`src/rtl/sc_rx_pkg.sv`:
```
package sc_rx_pkg;
    typedef enum logic [2:0] {
        S_IDLE, S_START, S_DATA, S_PARITY, S_STOP, S_ERRSIG, S_RECOVER
    } rx_state_t;

    localparam int NFLAG  = 6;
    localparam int F_OVF  = 0;
    localparam int F_PAR  = 1;
    localparam int F_FRM  = 2;
    localparam int F_BRK  = 3;
    localparam int F_ORT  = 4;
    localparam int F_ACON = 5;
endpackage

```
`src/rtl/sc_rx_fifo.sv`:
```
module sc_rx_fifo #(
    parameter int DEPTH = 4,
    parameter int DW    = 8,
    localparam int AW   = $clog2(DEPTH),
    localparam int CW   = $clog2(DEPTH + 1)
) (
    input  logic          clk,
    input  logic          rst_n,
    input  logic          push,
    input  logic [DW-1:0] wdata,
    input  logic          pop,
    output logic [DW-1:0] rdata,
    output logic [CW-1:0] count,
    output logic          empty,
    output logic          full
);
    logic [DW-1:0] mem [DEPTH];
    logic [AW-1:0] wr_ptr, rd_ptr;
    logic          do_push, do_pop;

    assign empty   = (count == '0);
    assign full    = (count == CW'(DEPTH));
    assign do_push = push && !full;
    assign do_pop  = pop && !empty;
    assign rdata   = mem[rd_ptr];

    function automatic logic [AW-1:0] nxt(input logic [AW-1:0] p);
        return (p == AW'(DEPTH - 1)) ? '0 : p + 1'b1;
    endfunction

    always_ff @(posedge clk) begin
        if (do_push) mem[wr_ptr] <= wdata;
    end

    always_ff @(posedge clk or negedge rst_n) begin
        if (!rst_n) begin
            wr_ptr <= '0;
            rd_ptr <= '0;
            count  <= '0;
        end else begin
            if (do_push) wr_ptr <= nxt(wr_ptr);
            if (do_pop)  rd_ptr <= nxt(rd_ptr);
            count <= count + CW'(do_push) - CW'(do_pop);
        end
    end

    assert_count_bound_R3: assert property (@(posedge clk) disable iff (!rst_n)
        count <= CW'(DEPTH));
    assert_pop_drops_count_R3: assert property (@(posedge clk) disable iff (!rst_n)
        (pop && !push && !empty) |=> count == CW'($past(count) - 1'b1));
endmodule

```
`src/rtl/sc_rx_tmo.sv`:
```
module sc_rx_tmo #(
    parameter int TW  = 9,
    localparam int CW = TW + 1
) (
    input  logic          clk,
    input  logic          rst_n,
    input  logic          half_tick,
    input  logic          restart,
    input  logic          armed,
    input  logic [TW-1:0] tmo_val,
    output logic          flag
);
    logic [CW-1:0] cnt;
    logic [CW-1:0] target;

    assign target = {tmo_val, 1'b1};

    always_ff @(posedge clk or negedge rst_n) begin
        if (!rst_n) begin
            cnt  <= '0;
            flag <= 1'b0;
        end else if (!armed) begin
            cnt  <= '0;
            flag <= 1'b0;
        end else if (restart) begin
            cnt <= '0;
        end else if (half_tick && !flag && tmo_val != '0) begin
            cnt <= cnt + 1'b1;
            if (CW'(cnt + 1'b1) == target) flag <= 1'b1;
        end
    end

    assert_tmo_clears_on_empty_R11: assert property (@(posedge clk) disable iff (!rst_n)
        !armed |=> !flag);
    assert_tmo_zero_disables_R11: assert property (@(posedge clk) disable iff (!rst_n)
        $rose(flag) |-> $past(tmo_val) != '0);
endmodule

```
`src/rtl/sc_rx_fsm.sv`:
```
module sc_rx_fsm
    import sc_rx_pkg::*;
#(
    parameter int RETRY_W  = 3,
    parameter int CHAR_ETU = 11,
    localparam int BRK_HT  = 2 * CHAR_ETU + 1,
    localparam int LW      = $clog2(BRK_HT + 1)
) (
    input  logic               clk,
    input  logic               rst_n,
    input  logic               half_tick,
    input  logic               sd_in,
    input  logic               rx_en,
    input  logic               auto_conv_en,
    input  logic               conv_inverse,
    input  logic               retry_en,
    input  logic [RETRY_W-1:0] retry_lim,
    input  logic               fifo_full,
    input  logic [NFLAG-1:0]   flag_clr,
    output logic               push,
    output logic [7:0]         push_data,
    output logic               busy,
    output logic               err_drive,
    output logic               inverse_active,
    output logic [NFLAG-1:0]   flags
);
    rx_state_t        state, nstate;
    logic             ht;
    logic [2:0]       bidx;
    logic [7:0]       raw;
    logic             par_bad;
    logic [1:0]       ecnt;
    logic [RETRY_W:0] retry_cnt;
    logic             ts_pend, learned_inv;
    logic [LW-1:0]    lowcnt;
    logic [NFLAG-1:0] set_vec;
    logic             done, retry_req, char_inv, in_frame;
    logic [7:0]       decoded;

    function automatic logic [7:0] rev8(input logic [7:0] v);
        logic [7:0] r;
        for (int i = 0; i < 8; i++) r[i] = v[7-i];
        return r;
    endfunction

    // raw keeps line levels with the first data bit in position 0
    assign inverse_active = auto_conv_en ? learned_inv : conv_inverse;
    assign char_inv  = (auto_conv_en && ts_pend) ? (raw == 8'h03) : inverse_active;
    assign decoded   = char_inv ? ~rev8(raw) : raw;
    assign retry_req = par_bad && retry_en && (retry_cnt <= {1'b0, retry_lim});
    assign done      = (state == S_STOP) && half_tick && ht;
    assign in_frame  = (state == S_DATA) || (state == S_PARITY) || (state == S_STOP);

    // next state
    always_comb begin
        nstate = state;
        if (!rx_en) begin
            nstate = S_IDLE;
        end else begin
            unique case (state)
                S_IDLE:    if (!sd_in) nstate = S_START;
                S_START:   if (half_tick) nstate = sd_in ? S_IDLE : S_DATA;
                S_DATA:    if (half_tick && ht && bidx == 3'd7) nstate = S_PARITY;
                S_PARITY:  if (half_tick && ht) nstate = S_STOP;
                S_STOP:    if (half_tick) begin
                               if (!ht && retry_req) nstate = S_ERRSIG;
                               else if (ht)          nstate = sd_in ? S_IDLE : S_RECOVER;
                           end
                S_ERRSIG:  if (half_tick && ecnt == 2'd2) nstate = S_RECOVER;
                S_RECOVER: if (sd_in) nstate = S_IDLE;
            endcase
        end
    end

    always_ff @(posedge clk or negedge rst_n) begin
        if (!rst_n) state <= S_IDLE;
        else        state <= nstate;
    end

    // flag set conditions
    always_comb begin
        set_vec = '0;
        if (done) begin
            if (par_bad && retry_en) begin
                set_vec[F_ORT] = 1'b1;
            end else begin
                set_vec[F_OVF]  = fifo_full;
                set_vec[F_PAR]  = par_bad;
                set_vec[F_FRM]  = !sd_in && !retry_en;
                set_vec[F_ACON] = auto_conv_en && ts_pend && raw != 8'h3B && raw != 8'h03;
            end
        end
        if (rx_en && half_tick && !sd_in && !retry_en && lowcnt == LW'(BRK_HT - 1))
            set_vec[F_BRK] = 1'b1;
    end

    always_ff @(posedge clk or negedge rst_n) begin
        if (!rst_n) begin
            ht <= 1'b0;  bidx <= '0;  raw <= '0;  par_bad <= 1'b0;
            ecnt <= '0;  retry_cnt <= '0;  ts_pend <= 1'b1;  learned_inv <= 1'b0;
            lowcnt <= '0;  flags <= '0;  push <= 1'b0;  push_data <= '0;
        end else begin
            push <= 1'b0;
            if (nstate != state)       ht <= 1'b0;
            else if (half_tick && in_frame) ht <= ~ht;
            if (state == S_START) bidx <= '0;
            if (state == S_DATA && half_tick && ht) begin
                raw[bidx] <= sd_in;
                bidx      <= bidx + 3'd1;
            end
            if (state == S_PARITY && half_tick && ht)
                par_bad <= (^raw) ^ sd_in ^ char_inv;
            if (state == S_STOP && half_tick && !ht && retry_req)
                retry_cnt <= retry_cnt + 1'b1;
            if (state == S_ERRSIG) begin
                if (half_tick) ecnt <= ecnt + 2'd1;
            end else begin
                ecnt <= '0;
            end
            if (done) begin
                retry_cnt <= '0;
                if (!(par_bad && retry_en)) begin
                    push      <= !fifo_full;
                    push_data <= decoded;
                    if (auto_conv_en && ts_pend) begin
                        ts_pend     <= 1'b0;
                        learned_inv <= (raw == 8'h03);
                    end
                end
            end
            if (sd_in || !rx_en)                              lowcnt <= '0;
            else if (half_tick && lowcnt != LW'(BRK_HT))      lowcnt <= lowcnt + 1'b1;
            flags <= (flags & ~flag_clr) | set_vec;
        end
    end

    // outputs
    always_comb begin
        err_drive = (state == S_ERRSIG);
        busy      = (state != S_IDLE);
    end

    assert_retry_hides_errors_R10: assert property (@(posedge clk) disable iff (!rst_n)
        (retry_en && $past(retry_en)) |->
            !($rose(flags[F_PAR]) || $rose(flags[F_FRM]) || $rose(flags[F_BRK])));
    assert_drive_follows_stop_R8: assert property (@(posedge clk) disable iff (!rst_n)
        $rose(err_drive) |-> $past(state) == S_STOP);
    assert_no_push_when_full_R3: assert property (@(posedge clk) disable iff (!rst_n)
        push |-> !$past(fifo_full));
endmodule

```
`src/rtl/sc_char_rx.sv`:
```
module sc_char_rx
    import sc_rx_pkg::*;
#(
    parameter int FIFO_DEPTH = 4,
    parameter int TMO_W      = 9,
    parameter int RETRY_W    = 3,
    parameter int CHAR_ETU   = 11,
    localparam int CW        = $clog2(FIFO_DEPTH + 1)
) (
    input  logic               clk,
    input  logic               rst_n,
    input  logic               half_tick,
    input  logic               sd_in,
    input  logic               rx_en,
    input  logic               auto_conv_en,
    input  logic               conv_inverse,
    input  logic               retry_en,
    input  logic [RETRY_W-1:0] retry_lim,
    input  logic [1:0]         trig_lvl,
    input  logic [TMO_W-1:0]   tmo_etu,
    input  logic [NFLAG-1:0]   flag_clr,
    input  logic               rd_en,
    output logic [7:0]         rd_data,
    output logic [CW-1:0]      rx_count,
    output logic               rx_empty,
    output logic               rx_full,
    output logic               avail_irq,
    output logic               tmo_irq,
    output logic [NFLAG-1:0]   err_flags,
    output logic               inverse_active,
    output logic               err_drive
);
    logic       push, busy;
    logic [7:0] push_data;

    sc_rx_fsm #(.RETRY_W(RETRY_W), .CHAR_ETU(CHAR_ETU)) u_fsm (
        .clk(clk), .rst_n(rst_n), .half_tick(half_tick), .sd_in(sd_in),
        .rx_en(rx_en), .auto_conv_en(auto_conv_en), .conv_inverse(conv_inverse),
        .retry_en(retry_en), .retry_lim(retry_lim), .fifo_full(rx_full),
        .flag_clr(flag_clr), .push(push), .push_data(push_data), .busy(busy),
        .err_drive(err_drive), .inverse_active(inverse_active), .flags(err_flags)
    );

    sc_rx_fifo #(.DEPTH(FIFO_DEPTH), .DW(8)) u_fifo (
        .clk(clk), .rst_n(rst_n), .push(push), .wdata(push_data), .pop(rd_en),
        .rdata(rd_data), .count(rx_count), .empty(rx_empty), .full(rx_full)
    );

    sc_rx_tmo #(.TW(TMO_W)) u_tmo (
        .clk(clk), .rst_n(rst_n), .half_tick(half_tick), .restart(push || busy),
        .armed(!rx_empty), .tmo_val(tmo_etu), .flag(tmo_irq)
    );

    assign avail_irq = (trig_lvl != 2'd3) && (rx_count > CW'(trig_lvl));

    assert_avail_needs_data_R4: assert property (@(posedge clk) disable iff (!rst_n)
        avail_irq |-> !rx_empty);
endmodule

```
`config.mk`:
```
export PLATFORM = sky130hd
export DESIGN_NAME = sc_char_rx
export DESIGN_NICKNAME = d
export VERILOG_FILES = /design/src/rtl/sc_rx_pkg.sv /design/src/rtl/sc_rx_fifo.sv /design/src/rtl/sc_rx_tmo.sv /design/src/rtl/sc_rx_fsm.sv /design/src/rtl/sc_char_rx.sv
export SDC_FILE = /design/constraint.sdc
export NUM_CORES = 1
export LEC_CHECK = 0
export ABC_AREA = 1
export CORE_ASPECT_RATIO = 0.8
export CORE_MARGIN = 2
export CORE_UTILIZATION = 44
export CTS_CLUSTER_DIAMETER = 100
export DETAILED_ROUTE_END_ITERATION = 8
export GPL_TIMING_DRIVEN = 1
export PLACE_DENSITY = 0.65
export SKIP_LAST_GASP = 1
export SYNTH_ARGS = -nofsm -noshare
export SYNTH_HDL_FRONTEND = slang
export SYNTH_SLANG_ARGS = --single-unit
```
`constraint.sdc`:
```
create_clock -name clk -period 2.5 [get_ports clk]
set_input_delay 0.25 -clock clk [delete_from_list [all_inputs] [get_ports clk]]
set_output_delay 0.25 -clock clk [all_outputs]
set_load 0.05 [all_outputs]
```
==> impl_metrics.csv, run 1 <==
group,metric,value,unit
clock_network,post_cts_resized,0,
timing,skew,0.006772,ns
timing,setup-violations-final,0,
synth,synth_edf_count,32,
routing,drc,0,
power,switchingPower,2.323,mW
clock_network,clk_latency,0.34,ns
global_routing,grt_max_degree,63,
routing,first_iter_violations,335,
hold_path,holdCritPathClass,"in2async",
setup_path,regToRegSetupSlack,0.40,ns
place,place_area,5667,sq um
clock_network,cts_buffer_depth,2,
timing,fin_crit,2.383,ns
synth,ys.flop_type,"dfrtp_1",
synth,synth_commonest_cells,"109 x nand2_1, 84 x inv_1, 72 x nor2_1",
synth,async_flop_share,65.96,%
setup_path,cp_max_fo,6,
floorplan,initial_core_util,45.26,%
place,io_buffers,51,
routing,dr_total_vias,4068,
floorplan,dieArea,12070,sq um
clock_network,htreeDepth,3,
synth,syn_inst,573,
setup_path,path_class,"reg2out",
power,comb_power_share,39.3,%
final_layout,drive_above_1_share,9.317,%
synth,ys_seq_area_share,51.00,%
global_routing,grt_pass1_wl,18110,microns
synth,synth.most_common_cell,"nand2_1",
setup_path,r2r_cells,10,
clock_network,cts.sinks,94,
timing,holdWs,0.07858,ns
global_routing,grt_pass1_vias,3945,
power,intPower,3.330,mW
setup_path,cp_data_required_time,2.25,ns
synth,synth-xor-area-share,1.777,%
power,switching_share,41.09,%
floorplan,die_x,122.3,microns
setup_path,start_kind,"flip-flop",
timing,clock.fmax,0.4197,GHz
clock_network,tritoncts,"yes",
power,power,5.653,mW
synth,yosys.area_share.adder,6.753,%
clock_network,root_buffer,"clkbuf_16",
routing,finalWirelength,10660,microns
power,power-per-cell-area,946.9,nW/um^2
final_layout,n_antenna_cell,0,
timing,slew_headroom,45.85,%
routing,vias_per_cell,5.162,
synth,synth_top_family_by_area,"simple AND/OR/NAND/NOR gates",
floorplan,pin_count,52,
synth,synth_warnings,0,
clock_network,path_clk_slew,0.07,ns
final_layout,final_cell_area,5969,sq um
timing,final_max_slew_viol_count,0,
routing,wl_per_cell,13.52,microns
synth,yosys.area_share.simple,20.41,%
power,vdd_ir_drop_max,464.9,uV
flow_run,drv_cap,0,
synth,ys_ff_latch,94,
setup_path,end_kind,"output pin",
routing,ant_nets,0,
timing,min_period_over_period,95.31,%
place,dpl.hpwl,7747,microns
setup_path,rr_startpoint,"u_fifo.count[0]$_DFF_PN0_",
power,p_leak,2.724,nW
power,clock_power_share,24.6,%
global_routing,grt_use_total,18.91,%
floorplan,num_rows,34,
timing,finalHoldViolations,0,
power,power.share.sequential,36.1,%
floorplan,die_height,98.66,microns
synth,synth_fp_nets,628,
setup_path,cp.arrival,2.13,ns
synth,synth_compound_area_share,12.44,%
synth,synth_area_leader_cell,"dfrtp_1",
synth,synth_cell_types,36,
final_layout,final_nets,694,
routing,dr.pass1.iters,5,
global_routing,overflow,0,
clock_network,numCtsBuffers,9,
synth,synth_area_leaders,"dfrtp_1 31%, edfxtp_1 19%, nand2_1 8.3%",
timing,worst_pin_slew,0.8122,ns
synth,muxShareOfSynthArea,0,%
global_routing,antenna_found_initial,0,
floorplan,coreArea,10890,sq um
synth,avgSynthCellArea,8.601,sq um
clock_network,hold_buffers,0,
timing,tns,0,ns
clock_network,post_cts_buffers,0,
place,place.gp.congestion,0.8438,
setup_path,reg2reg_to,"u_fifo.count[2]$_DFF_PN0_",
final_layout,syn2layout_area_growth,21.12,%
synth,netlist_area,4928,sq um
synth,yosys.area.top_type_share,30.97,%
timing,rsz0062_at_grt,"false",
outcome,status,"completed",
through the flow:
| step | setup WS [ns] | std cells | util [%] |
|---|---|---|---|
| after detailed placement | 0.3686 | 772 | 52.03 |
| after global placement | 0.4346 | 772 | 52.03 |
| after CTS | 0.09513 | 788 | 54.81 |
| after floorplan | 0.09051 | 573 | - |
| after global routing | 0.05258 | 788 | 54.81 |
| final | 0.1172 | 788 | 54.81 |
how the worst max path moves through the flow:
stage,slack (ns),end,start,depth (start not counted)
after floorplan,0.09,u_fifo.count[2]$_DFF_PN0_,u_fifo.count[0]$_DFF_PN0_,10
after global placement,0.43,u_fsm.ht$_DFFE_PN0P_,retry_lim[1],16
after detailed placement,0.37,u_fsm.ht$_DFFE_PN0P_,retry_lim[1],16
after CTS,0.1,rx_full,u_fifo.count[1]$_DFF_PN0_,3
after global routing,0.05,rx_full,u_fifo.count[1]$_DFF_PN0_,3
final,0.12,rx_full,u_fifo.count[1]$_DFF_PN0_,3
layout by cell type, fill, tap and decap left out, drive strengths merged, types with 25 or more instances in the layout:
cell and instances:
nand2 112, inv 95, nor2 79, dfrtp 61
o21ai 57, clkdlybuf4s50 41, edfxtp 32, nand3 29
ha 25
sequential cells by signal (all words and copies together) (netlist names), 2 cells and up:
| register | count |
|---|---|
| u_fsm.bidx | 3 |
| u_fsm.lowcnt | 5 |
| u_fsm.push_data | 8 |
| u_fsm.flags | 6 |
| u_fsm.retry_cnt | 4 |
| u_fifo.wr_ptr | 2 |
| u_fsm.state | 3 |
| u_fifo.rd_ptr | 2 |
| u_fifo.mem | 32 |
| u_fsm.raw | 8 |
| u_tmo.cnt | 10 |
| u_fsm.ecnt | 2 |
| u_fifo.count | 3 |
layout make-up:
cell class                 count  area (sq um)
clock inverter                 6         73.82
multi-input combinational    382          2058
inverter                      92         347.8
timing repair buffer          60         563.0
fill                        1005          4921
sequential                    94          2517
tap                          144         180.2
clock buffer                  10         229.0
per-layer routing:
layer	GRT usage (%)	part of all wire, %
met4	5.305	1.1
met2	30.04	46
met1	26.01	48
met5	0	0
met3	4.456	5.0
power groups by stage:
stage	logic, mW	clock network (mW)	registers (mW)
final	2.22	1.39	2.04
after global routing	2.46	1.50	2.07
after CTS	2.23	1.43	2.04
after detailed placement	2.22	0	2.06
after global placement	2.18	0	2.05
after floorplan	1.50	0	2.09
kinds of logic after synthesis:
kind of cell	after synthesis
xor+xnor	10
flops	94
compound gates	110
simple gates	236
fa+ha+maj	26
buf+inv	97
critical path: stages (launching register included):
cell	delay (ns)
dfrtp_2	0.47
or2_2	0.35
nor2_4	0.15
clkdlybuf4s50_1	0.83
Power figures use the tool's default switching activity.
==> run 2, diff against run 1 <==
- CORE_UTILIZATION: 44 -> 56
- PLACE_DENSITY: 0.65 -> 0.79
==> impl_metrics.csv, run 2 (same netlist as run 1, synthesis figures left out) <==
group,metric,value,unit
outcome,status,"completed",
final_layout,drive_above_1_share,9.317,%
timing,finalHoldViolations,0,
floorplan,coreArea,8521,sq um
clock_network,cts.sinks,94,
place,dpl.hpwl,7731,microns
floorplan,num_rows,30,
clock_network,cts_buffer_depth,2,
setup_path,rr_startpoint,"u_fifo.count[0]$_DFF_PN0_",
final_layout,final_nets,694,
routing,dr_total_vias,4020,
final_layout,top_register,"u_fifo.mem",
global_routing,grt_max_degree,25,
global_routing,antenna_found_initial,0,
setup_path,start_kind,"flip-flop",
global_routing,grt_use_total,23.62,%
setup_path,r2r_cells,10,
timing,min_period_over_period,97.35,%
place,io_buffers,51,
setup_path,cp_max_fo,6,
routing,dr.pass1.iters,5,
routing,drc,0,
floorplan,dieArea,9572,sq um
final_layout,largest_register_ffs,32,
setup_path,cp.arrival,2.18,ns
timing,clock.fmax,0.4109,GHz
power,power-per-cell-area,893.4,nW/um^2
final_layout,syn2layout_area_growth,18.23,%
routing,finalWirelength,10220,microns
power,vdd_ir_drop_max,628.6,uV
routing,ant_nets,0,
setup_path,crit_family,"buffers and inverters",
final_layout,final_cell_area,5827,sq um
clock_network,numCtsBuffers,9,
global_routing,overflow,0,
setup_path,max_stage_delay,0.83,ns
timing,slew_headroom,60.61,%
final_layout,final_util,68.38,%
routing,first_iter_violations,231,
routing,vias_per_cell,5.317,
power,p_leak,2.675,nW
setup_path,worst-path-buf-inv,1,
final_layout,nFillCells,655,
setup_path,crit_slowest_cell,"clkdlybuf4s50_1",
timing,rsz0062_at_grt,"false",
setup_path,end_kind,"output pin",
clock_network,path_clk_slew,0.10,ns
clock_network,htreeDepth,3,
place,place.gp.congestion,0.9339,
final_layout,reg.largest.list,"u_fifo.mem x32, u_tmo.cnt x10",
setup_path,crit_chain,"or2_2 -> nor2_4 -> clkdlybuf4s50_1",
floorplan,pin_count,52,
timing,tns,0,ns
hold_path,holdCritPathClass,"in2async",
global_routing,grt_pass1_vias,3802,
setup_path,path_class,"reg2out",
flow_run,drv_cap,0,
floorplan,die_x,108.9,microns
setup_path,cp_data_required_time,2.25,ns
timing,setup-violations-final,0,
timing,final_max_slew_viol_count,0,
floorplan,die_height,87.91,microns
final_layout,final_cell_mix,"109 x nand2_1, 84 x inv_1, 71 x nor2_1",
clock_network,tritoncts,"yes",
routing,wl_per_cell,13.52,microns
setup_path,startpoint,"u_fifo.count[1]$_DFF_PN0_",
setup_path,regToRegSetupSlack,0.38,ns
clock_network,root_buffer,"clkbuf_8",
final_layout,n_antenna_cell,0,
timing,fin_crit,2.434,ns
setup_path,path_depth,3,
global_routing,grt_pass1_wl,17650,microns
timing,skew,0.01562,ns
floorplan,initial_core_util,57.84,%
final_layout,final_common_cell,"nand2_1",
clock_network,clk_latency,0.36,ns
place,place_area,5632,sq um
timing,worst_pin_slew,0.5908,ns
==> run 2: timing repair <==
| item | CTS | global route |
|---|---|---|
| hold endpoints to repair | 22 | 0 |
| buffers inserted | 0 | 0 |
| hold buffers | 1 | 0 |
| gates resized for setup | 0 | 0 |
==> run 2: path summary, 6_finish.rpt <==
path                                                  end
max in group asynchronous       u_fsm.ts_pend$_DFFE_PN1P_
worst max-delay path                              rx_full
worst min register to register  u_fsm.ts_pend$_DFFE_PN1P_
min in group clk                 u_fsm.flags[5]$_DFF_PN0_
worst min-delay path            u_fifo.count[1]$_DFF_PN0_
worst max register to register  u_fifo.count[2]$_DFF_PN0_
==> run 2: layout make-up <==
class	instances	area [sq um]	area share, %
Inverter	92	347.8	5.970
Clock inverter	7	61.31	1.052
Timing Repair Buffer	60	578.1	9.921
Clock buffer	9	123.9	2.126
Multi-Input combinational cell	382	2058	35.32
Sequential cell	94	2517	43.20
Tap cell	112	140.1	2.405
==> run 2: metrics by stage <==
stage | hold slack, ns | cells | total power [mW] | setup slack (ns)
3_5_place_dp | 0.2945 | 739 | 4.272 | 0.3310
4_1_cts | 0.4308 | 756 | 5.229 | 0.04893
5_1_grt | 0.4266 | 756 | 5.572 | 0.009177
3_3_place_gp | 0.2931 | 739 | 4.197 | 0.4414
2_1_floorplan | -0.04559 | 573 | 3.591 | 0.09051
6_report | 0.4231 | 756 | 5.206 | 0.06635
==> run 2: metal layers <==
layer,track usage [%],routed length (microns),vias up
met3,5.580,598,17
met2,37.27,4747,122
met1,33.01,4739,1849
met5,0,0,-
met4,6.643,134,0
li1,-,-,2032
==> run 2: power by group <==
part	switching (mW)	internal (mW)	total [mW]
Combinational	1.48	0.743	2.22
Sequential	0.242	1.79	2.04
Clock	0.565	0.382	0.948
Total	2.29	2.92	5.21
==> run 2: worst register-to-register path, delay by kind of cell (launching register included) <==
kind / cells / cell delay, ns
simple gates: 2 / 0.33
xor+xnor: 1 / 0.17
buf+inv: 4 / 0.26
flops: 1 / 0.47
fa+ha+maj: 3 / 0.79
==> run 3, diff against run 2 <==
- SLEW_MARGIN: not set -> 5
==> results of run 3 <==
The final DEF is identical to that of run 2; final timing and power are the same.
